--- src/rtl/pt_pkg.sv ---
// Shared types for the playback seconds counter.
// Assumes nothing beyond IEEE 1800-2017 synthesizable subset.
package pt_pkg;

    // State of the double-write filter: waiting for a first write, or
    // holding a first write and waiting for its twin.
    typedef enum logic {
        PAIR_EMPTY = 1'b0,
        PAIR_ARMED = 1'b1
    } pair_state_t;

endpackage

--- src/rtl/pt_sample_accum.sv ---
// Sub-second sample accumulator.
// Counts qualified ticks (tick with valid) and emits a one-cycle pulse on the
// tick that completes a second, i.e. when the count reaches rate.
// Assumes rate may change at any time; a count already at or beyond a new
// lower rate completes on the next qualified tick.
module pt_sample_accum #(
    parameter int RATE_W = 20
) (
    input  logic              clk,
    input  logic              rst_n,
    input  logic              tick,
    input  logic              valid,
    input  logic              clear,
    input  logic [RATE_W-1:0] rate,
    output logic              sec_pulse
);
    localparam int EXT_W = RATE_W + 1;

    logic [RATE_W-1:0] acc_q;
    logic [EXT_W-1:0]  acc_inc;
    logic              qualified;
    logic              reached;

    // Widened increment so the compare never overflows.
    always_comb begin
        acc_inc   = {1'b0, acc_q} + EXT_W'(1);
        qualified = tick && valid;
        reached   = acc_inc >= {1'b0, rate};
        sec_pulse = qualified && reached && !clear;
    end

    // Accumulator register: clear wins, else count or wrap on qualified tick.
    always_ff @(posedge clk) begin
        if (!rst_n) begin
            acc_q <= '0;
        end else if (clear) begin
            acc_q <= '0;
        end else if (qualified) begin
            acc_q <= reached ? '0 : acc_inc[RATE_W-1:0];
        end
    end

endmodule

--- src/rtl/pt_write_pair.sv ---
// Double-write filter for host overwrites.
// A write commits only when its data equals the previous write's data.
// A differing write becomes the first half of a new pair; a commit empties
// the filter. Flush (software reset) empties it and blocks a commit.
module pt_write_pair #(
    parameter int DATA_W = 16
) (
    input  logic              clk,
    input  logic              rst_n,
    input  logic              flush,
    input  logic              wr_en,
    input  logic [DATA_W-1:0] wr_data,
    output logic              commit,
    output logic [DATA_W-1:0] commit_val
);
    import pt_pkg::*;

    pair_state_t       state_q;
    logic [DATA_W-1:0] held_q;

    // Commit when armed and the new word matches the held one.
    always_comb begin
        commit     = wr_en && !flush && (state_q == PAIR_ARMED) && (wr_data == held_q);
        commit_val = held_q;
    end

    // Pair state and held word.
    always_ff @(posedge clk) begin
        if (!rst_n) begin
            state_q <= PAIR_EMPTY;
            held_q  <= '0;
        end else if (flush) begin
            state_q <= PAIR_EMPTY;
        end else if (wr_en) begin
            if (commit) begin
                state_q <= PAIR_EMPTY;
            end else begin
                state_q <= PAIR_ARMED;
                held_q  <= wr_data;
            end
        end
    end

endmodule

--- src/rtl/pt_sec_count.sv ---
// Seconds register with priority clear > load > increment.
// Increments wrap modulo 2**TIME_W.
module pt_sec_count #(
    parameter int TIME_W = 16
) (
    input  logic              clk,
    input  logic              rst_n,
    input  logic              clear,
    input  logic              load,
    input  logic [TIME_W-1:0] load_val,
    input  logic              inc,
    output logic [TIME_W-1:0] count
);
    logic [TIME_W-1:0] cnt_q;

    // Seconds register update.
    always_ff @(posedge clk) begin
        if (!rst_n) begin
            cnt_q <= '0;
        end else if (clear) begin
            cnt_q <= '0;
        end else if (load) begin
            cnt_q <= load_val;
        end else if (inc) begin
            cnt_q <= cnt_q + TIME_W'(1);
        end
    end

    assign count = cnt_q;

endmodule

--- src/rtl/play_time_counter.sv ---
// Playback seconds counter top.
// Ties the sample accumulator, the double-write filter and the seconds
// register together. Software reset clears all three; a committed host
// write loads the seconds and restarts the accumulator.
// Assumes sample_tick is a single-cycle pulse per decoded sample.
module play_time_counter #(
    parameter int TIME_W = 16,
    parameter int RATE_W = 20
) (
    input  logic              clk,
    input  logic              rst_n,
    input  logic              sample_tick,
    input  logic              dec_valid,
    input  logic              soft_rst,
    input  logic [RATE_W-1:0] rate_hz,
    input  logic              wr_en,
    input  logic [TIME_W-1:0] wr_data,
    output logic [TIME_W-1:0] time_q
);
    logic              wp_commit;
    logic [TIME_W-1:0] wp_value;
    logic              acc_sec_pulse;
    logic              acc_clear;

    // Accumulator restarts on software reset or on an adopted host value.
    assign acc_clear = soft_rst || wp_commit;

    pt_write_pair #(.DATA_W(TIME_W)) u_pair (
        .clk        (clk),
        .rst_n      (rst_n),
        .flush      (soft_rst),
        .wr_en      (wr_en),
        .wr_data    (wr_data),
        .commit     (wp_commit),
        .commit_val (wp_value)
    );

    pt_sample_accum #(.RATE_W(RATE_W)) u_accum (
        .clk       (clk),
        .rst_n     (rst_n),
        .tick      (sample_tick),
        .valid     (dec_valid),
        .clear     (acc_clear),
        .rate      (rate_hz),
        .sec_pulse (acc_sec_pulse)
    );

    pt_sec_count #(.TIME_W(TIME_W)) u_count (
        .clk      (clk),
        .rst_n    (rst_n),
        .clear    (soft_rst),
        .load     (wp_commit),
        .load_val (wp_value),
        .inc      (acc_sec_pulse),
        .count    (time_q)
    );

endmodule

--- config.mk ---
export PLATFORM = sky130hd
export DESIGN_NAME = play_time_counter
export DESIGN_NICKNAME = d
export VERILOG_FILES = /design/src/rtl/pt_pkg.sv /design/src/rtl/pt_sample_accum.sv /design/src/rtl/pt_write_pair.sv /design/src/rtl/pt_sec_count.sv /design/src/rtl/play_time_counter.sv
export SDC_FILE = /design/constraint.sdc
export NUM_CORES = 1
export LEC_CHECK = 0
export ABC_CLOCK_PERIOD_IN_PS = 8200
export BUFFER_PORTS_ARGS = -buffer_cell sky130_fd_sc_hd__buf_2
export CAP_MARGIN = 15
export CORE_UTILIZATION = 60
export DETAILED_ROUTE_END_ITERATION = 10
export PLACE_DENSITY = 0.85
export SLEW_MARGIN = 20
export SYNTH_ARGS = -nofsm -noshare
export SYNTH_HDL_FRONTEND = slang
export SYNTH_SLANG_ARGS = --single-unit
export TNS_END_PERCENT = 50
--- constraint.sdc ---
create_clock -name clk -period 8.2 [get_ports clk]
set_input_delay 0.82 -clock clk [delete_from_list [all_inputs] [get_ports clk]]
set_output_delay 0.82 -clock clk [all_outputs]
set_load 0.01 [all_outputs]
==> results.cfg, run 1 <==
[status]
outcome = finished, final reports clean

[layout]
syn_to_final_growth_pct = 10.7
antenna_cells = 0
drive_gt1_share_pct = 16.3
nNetsFinal = 511

[pwr]
vdd_drop_max_uv = 113
p_comb_share_pct = 10.3
clkPwrFrac_pct = 33.2
internal_power_uw = 347
power_density_nw_per_um2 = 125
p_leak_nw = 1.64
swShare_pct = 26.3
p_switching_uw = 124
power_frac_seq_pct = 56.5

[synthesis]
yosysWarnings = 0
ys_top_cells_by_area = dfxtp_1 (31%), ha_1 (8.1%), xnor2_1 (6.2%), xor2_1 (6.2%), mux2i_1 (5.6%)
yosysTopAreaCell = dfxtp_1
synth_area_um2 = 3390
yosys.cell_types.count = 44
seq_area_frac_synth_pct = 31.3
synthMostInstantiatedCell = dfxtp_1
synth_async_sr_flop_share_pct = 0
synth_flop_cell = dfxtp_1
syn_inst = 402
synth_edf_count = 0
yosys_register_bits = 53
synth.avg_cell_area_um2 = 8.44
synth_fp_nets = 466
synthTopCellsByCount = dfxtp_1 (53), nand2_1 (41), xnor2_1 (24), xor2_1 (24), ha_1 (22)
synth_top_area_share_pct = 31.3

[floorplanning]
core-area_um2 = 5470
dieArea_um2 = 5960
initial_utilization_pct = 62.0
fp.dieW_um = 77.2
rows = 27
io_pins = 58
dieHeight_um = 77.2

[drt]
first_pass_iters = 4
routed_wl_mm = 7.53
wl_per_cell_um = 14.5
vias = 3002
drc = 0
drt_iter0_drc = 223
via_per_inst = 5.77
antenna_left = 0

[sta]
setup_viol = 0
maxSlewViolCount = 0
finalCritPeriodShare_pct = 53.9
hold_viol_final = 0
tightest_slew_ps = 1030
setup_ws_ps = 3780
skew_ps = 12.5
rsz0062_at_grt = no
finalCriticalPeriod_ps = 4420
setup_tns_ps = 0
relSlewSlack_pct = 31.3
fmax_mhz = 226

[clock_network]
clkSinkCount = 53
cts_resized = 0
cts_buffers = 5
cts_max_path_buffers = 2
clkTransAtPathRegs_ps = 100
cts_root_buffer = clkbuf_8
htree_levels = 2
ctsHoldBuffers = 0
post_cts_buffers = 0
clk_latency_ps = 320
cts_tree = built

[run]
maxCapViolCount = 0

[placement]
port_buffers = 57
dpl.hpwl_mm = 5.65
gp_congestion = 0.837
pre_cts_ws_ps = 3880

[global_routing]
grt_usage_pct = 26.1
grt_max_degree = 35
grt_pass1_wl_mm = 12.5
antenna_found_initial = 0
grt_pass1_vias = 2768
gr-total-overflow = 0

[worst_hold_path]
hp-class = reg2reg

[worst_setup_path]
worstPathCellList = ha_1 > and4_1 > nand4_1 > nor2b_1 > and3_1 > xor2_1 > ha_1 > nand3_1 > nor2_1 > a221oi_1 > o211ai_2 > nor3_2 > nor4b_1 > o21bai_1
regToRegSetupSlack_ps = 3780
crit_required_ps = 8460
crit_top_cell = ha_1
slowest_stage = nor3_2
criticalPathCategory = reg2reg
critical_path_arrival_ps = 4680
worstSetupEndpointType = flip-flop
worst-path-buf-inv = 0
critPathTopFamily = simple AND/OR/NAND/NOR gates
start_kind = flip-flop
path_max_fanout = 22
critPathMaxStageDelay_ps = 820
-- path summary, 6_finish.rpt --
kind | from | endpoint | cells past startpoint
worst min register to register | u_accum.acc_q[11] | u_accum.acc_q[11] | 2
worst min-delay path | u_accum.acc_q[11] | u_accum.acc_q[11] | 2
worst max-delay path | u_accum.acc_q[0] | u_accum.acc_q[13] | 14
worst max register to register | u_accum.acc_q[0] | u_accum.acc_q[13] | 14
-- worst register-to-register path, cell delays in order (launching register included) --
cell and delay [ps]:
dfxtp_1 420, ha_1 280, and4_1 280, nand4_1 170, nor2b_1 280, and3_1 260
xor2_1 170, ha_1 270, nand3_1 150, nor2_1 70, a221oi_1 280, o211ai_2 470
nor3_2 820, nor4b_1 310, o21bai_1 140
-- metal layers --
| metal | up-vias | share of wire [%] | GRT usage, % |
|---|---|---|---|
| met2 | 85 | 48 | 43.2 |
| met5 | - | 0 | 0 |
| met3 | 7 | 5.0 | 4.05 |
| li1 | 1509 | - | - |
| met1 | 1401 | 46 | 34.8 |
| met4 | 0 | 0.96 | 7.74 |
-- layout by cell type, fill, tap and decap left out, drive strengths merged --
master	Yosys	final
buf	10	57
dfxtp	53	53
nand2	42	42
o21ai	30	30
xnor2	24	24
xor2	24	24
ha	22	22
a21oi	21	21
inv	20	21
mux2i	19	19
nor2b	17	17
nand3	14	14
nor2	14	14
nor3	11	11
and4	9	9
and3	9	9
nand4	9	9
o211ai	9	9
nand3b	7	7
and2	5	5
clkbuf	9	5
o2111ai	4	4
nand2b	3	3
a22oi	3	3
a211oi	2	2
a21o	2	2
clkinv	0	2
nor4	1	1
a221oi	1	1
o21a	1	1
o22ai	1	1
a31o	1	1
a31oi	1	1
nor3b	1	1
nand4b	1	1
nor4b	1	1
o21bai	1	1
-- power groups by stage --
stage / logic (mW) / registers [mW] / clock network (mW)
3_5_place_dp: 0.0484 / 0.272 / 0
3_3_place_gp: 0.0466 / 0.271 / 0
4_1_cts: 0.0486 / 0.266 / 0.157
2_1_floorplan: 0.0315 / 0.270 / 0
5_1_grt: 0.0542 / 0.267 / 0.167
6_report: 0.0484 / 0.266 / 0.156
-- through the flow --
stage,instance area (um2),hold slack [ps],power (mW),utilization [%],instances
6_report,3750,491,0.470,68.6,520
5_1_grt,3750,522,0.488,68.6,520
4_1_cts,3750,495,0.472,68.6,520
3_5_place_dp,3660,477,0.320,66.9,512
3_3_place_gp,3660,458,0.318,66.9,512
2_1_floorplan,3390,449,0.302,-,402
-- kinds of logic after synthesis --
logic type               count (synthesis)  synth area share, %
AO/OA/AOI/OAI                           77                 14.1
AND/OR/NAND/NOR                        144                 23.1
flip-flops                              53                 31.3
buffers and inverters                   39                 5.42
adder cells (fa/ha/maj)                 22                 8.11
XOR/XNOR                                48                 12.4
multiplexers                            19                 5.60
-- sequential cells by signal, summed over array words and instances, names as in the netlist --
name and cells:
u_accum.acc_q 20, u_count.count 16, u_pair.commit_val 16, u_pair.state_q 1
-- final cells by class --
type	instances	area, um2
Tap cell	72	90.1
Timing Repair Buffer	57	285
Sequential cell	53	1060
Fill cell	465	1720
Clock buffer	5	68.8
Inverter	20	75.1
Clock inverter	3	26.3
Multi-Input combinational cell	310	2150
Note: power is estimated with default switching activity, not from simulation.
==> run 2, diff against run 1 <==
--- a/config.mk
+++ b/config.mk
@@ -5,12 +5,13 @@
 export SDC_FILE = /design/constraint.sdc
 export NUM_CORES = 1
 export LEC_CHECK = 0
-export ABC_CLOCK_PERIOD_IN_PS = 8200
+export ABC_AREA = 1
+export ABC_CLOCK_PERIOD_IN_PS = 4500
 export BUFFER_PORTS_ARGS = -buffer_cell sky130_fd_sc_hd__buf_2
 export CAP_MARGIN = 15
-export CORE_UTILIZATION = 60
+export CORE_UTILIZATION = 58
 export DETAILED_ROUTE_END_ITERATION = 10
-export PLACE_DENSITY = 0.85
+export PLACE_DENSITY = 0.82
 export SLEW_MARGIN = 20
 export SYNTH_ARGS = -nofsm -noshare
 export SYNTH_HDL_FRONTEND = slang
==> constraint.sdc (replaced) <==
create_clock -name clk -period 4.5 [get_ports clk]
set_input_delay 0.45 -clock clk [delete_from_list [all_inputs] [get_ports clk]]
set_output_delay 0.45 -clock clk [all_outputs]
set_load 0.01 [all_outputs]
==> results.cfg, run 2 <==
[pwr]
swShare_pct = 26.5
vdd_drop_max_uv = 168
clkPwrFrac_pct = 32.4
power_density_nw_per_um2 = 209
p_leak_nw = 2.04
power_frac_seq_pct = 56.2
p_switching_uw = 230
p_comb_share_pct = 11.3
internal_power_uw = 638

[sta]
setup_tns_ps = 0
tightest_slew_ps = 807
setup_ws_ps = 1420
maxSlewViolCount = 0
rsz0062_at_grt = no
relSlewSlack_pct = 46.0
setup_viol = 0
whs_ps = 387
finalCritPeriodShare_pct = 68.5
fmax_mhz = 324
skew_ps = 8.81
finalCriticalPeriod_ps = 3080
hold_viol_final = 0

[worst_setup_path]
worstSetupEndpointType = flip-flop
regToRegSetupSlack_ps = 1420
start_kind = flip-flop
path_max_fanout = 20
reg2reg_from = u_accum.acc_q[0]
reg2reg_depth = 17
critical_path_arrival_ps = 3310
crit_path_end = u_accum.acc_q[15]
r2r_end = u_accum.acc_q[15]
criticalPathCategory = reg2reg
crit_required_ps = 4730
startpoint = u_accum.acc_q[0]

[global_routing]
antenna_found_initial = 0
grt_pass1_vias = 3268
grt_pass1_wl_mm = 14.3
grt_max_degree = 37
gr-total-overflow = 0
grt_usage_pct = 26.9

[clock_network]
ctsHoldBuffers = 0
cts_buffers = 5
cts_resized = 0
post_cts_buffers = 0
clkTransAtPathRegs_ps = 90
clkSinkCount = 53
cts_root_buffer = clkbuf_8
cts_max_path_buffers = 2
clk_latency_ps = 310
htree_levels = 2
cts_tree = built

[synthesis]
yosysTopAreaCell = dfxtp_1
synth_edf_count = 0
synth_flop_cell = dfxtp_1
yosys_register_bits = 53
synthTopCellsByCount = nand2_1 (195), inv_1 (74), nor2_1 (58)
yosysWarnings = 0
synth_fp_nets = 661
synth_async_sr_flop_share_pct = 0
syn_inst = 597
synth.avg_cell_area_um2 = 6.33
synth_area_um2 = 3780
ys_top_cells_by_area = dfxtp_1 (28%), nand2_1 (19%), inv_1 (7.4%), ha_1 (7.3%), a21oi_1 (6.8%)
seq_area_frac_synth_pct = 28.1
yosys.cell_types.count = 29
synth_top_area_share_pct = 28.1
synthMostInstantiatedCell = nand2_1

[layout]
syn_to_final_growth_pct = 9.94
nNetsFinal = 707
final-seq-area_um2 = 1060
multi_input_area_um2 = 2330
final_cell_area_um2 = 4150
layout_common_cells = nand2_1 (195), inv_1 (74), nor2_1 (58), buf_2 (57), dfxtp_1 (53)
utilization_pct = 65.8
final_common_cell = nand2_1
antenna_cells = 0
largest_reg_flops = 20
drive_gt1_share_pct = 12.0
n_fill_cell = 586
regMostFlops = u_accum.acc_q

[drt]
antenna_left = 0
drt_iter0_drc = 289
vias = 3869
drc = 0
first_pass_iters = 5
via_per_inst = 5.37
wl_per_cell_um = 12.2
routed_wl_mm = 8.81

[placement]
place_area_um2 = 4060
dpl.hpwl_mm = 6.50
gp_congestion = 0.911
pre_cts_ws_ps = 1490
port_buffers = 57

[run]
maxCapViolCount = 0

[status]
outcome = finished, final reports clean

[worst_hold_path]
hp-class = in2reg

[floorplanning]
io_pins = 58
fp.dieW_um = 82.7
dieArea_um2 = 6840
rows = 29
core-area_um2 = 6310
dieHeight_um = 82.7
initial_utilization_pct = 59.8
==> run 2: changes by cell type after synthesis, sizes merged, moves of 12 or more <==
cell and delta:
nor2 +48, a21oi +30, inv +56, nand2 +156
mux2i -19, nand3 +17, o21ai -20, nor2b -17
nand4 +12
==> run 2: power by group through the flow <==
stage / Combinational (mW) / Clock (mW) / Sequential [mW]
final: 0.0982 / 0.282 / 0.488
after global routing: 0.114 / 0.308 / 0.489
after CTS: 0.0979 / 0.287 / 0.488
after detailed placement: 0.0969 / 0 / 0.499
after floorplan: 0.0645 / 0 / 0.496
after global placement: 0.0925 / 0 / 0.498
==> run 2: worst min path at each step <==
stage                         from                    to  cells after the start
floorplan           u_pair.state_q        u_pair.state_q                      2
global placement    u_pair.state_q        u_pair.state_q                      2
detailed placement  u_pair.state_q        u_pair.state_q                      2
CTS                     wr_data[6]  u_pair.commit_val[6]                      3
global route            wr_data[6]  u_pair.commit_val[6]                      3
finish                  wr_data[6]  u_pair.commit_val[6]                      3
==> run 2: critical path, cell delays in order, from the launching register on <==
cell,delay (ps)
dfxtp_1,470
ha_1,230
nand2_1,90
nor2_1,170
nand3_1,180
nor3_1,230
xor2_1,210
ha_1,280
nand2_1,60
inv_1,30
o21ai_0,120
a21boi_0,110
nor2_1,140
nand2_2,90
nor2_1,90
buf_4,270
nand2_1,100
a21oi_1,130
==> run 2: kinds of logic (layout without fill, tap and decap cells) <==
family / after synthesis / in the layout / share of synthesized area (%)
adders and majority gates: 22 / 22 / 7.29
xor gates and xnor gates: 39 / 39 / 9.04
buffers and inverters: 95 / 141 / 10.3
AOI/OAI and AO/OA: 65 / 65 / 8.88
DFF: 53 / 53 / 28.1
and+or+nand+nor: 323 / 323 / 36.4
==> run 2: through the flow <==
stage	std cells	power, mW
2_1_floorplan	597	0.560
3_5_place_dp	713	0.596
5_1_grt	720	0.911
4_1_cts	720	0.872
3_3_place_gp	713	0.591
6_report	720	0.868
==> run 2: metal layers <==
metal	GRT usage, %	up-vias	wire length [um]
met2	41.2	135	3760
met4	7.07	0	79
li1	-	1971	-
met5	0	-	0
met1	39.5	1752	4410
met3	2.97	11	558
==> run 2: cell type report <==
cell class	instances	share of cell area (%)
clock buffer	6	1.99
clock inverter	1	0.181
inverter	76	6.87
multi-input combinational	449	56.0
sequential	53	25.5
tap	77	2.32
timing repair buffer	58	7.05
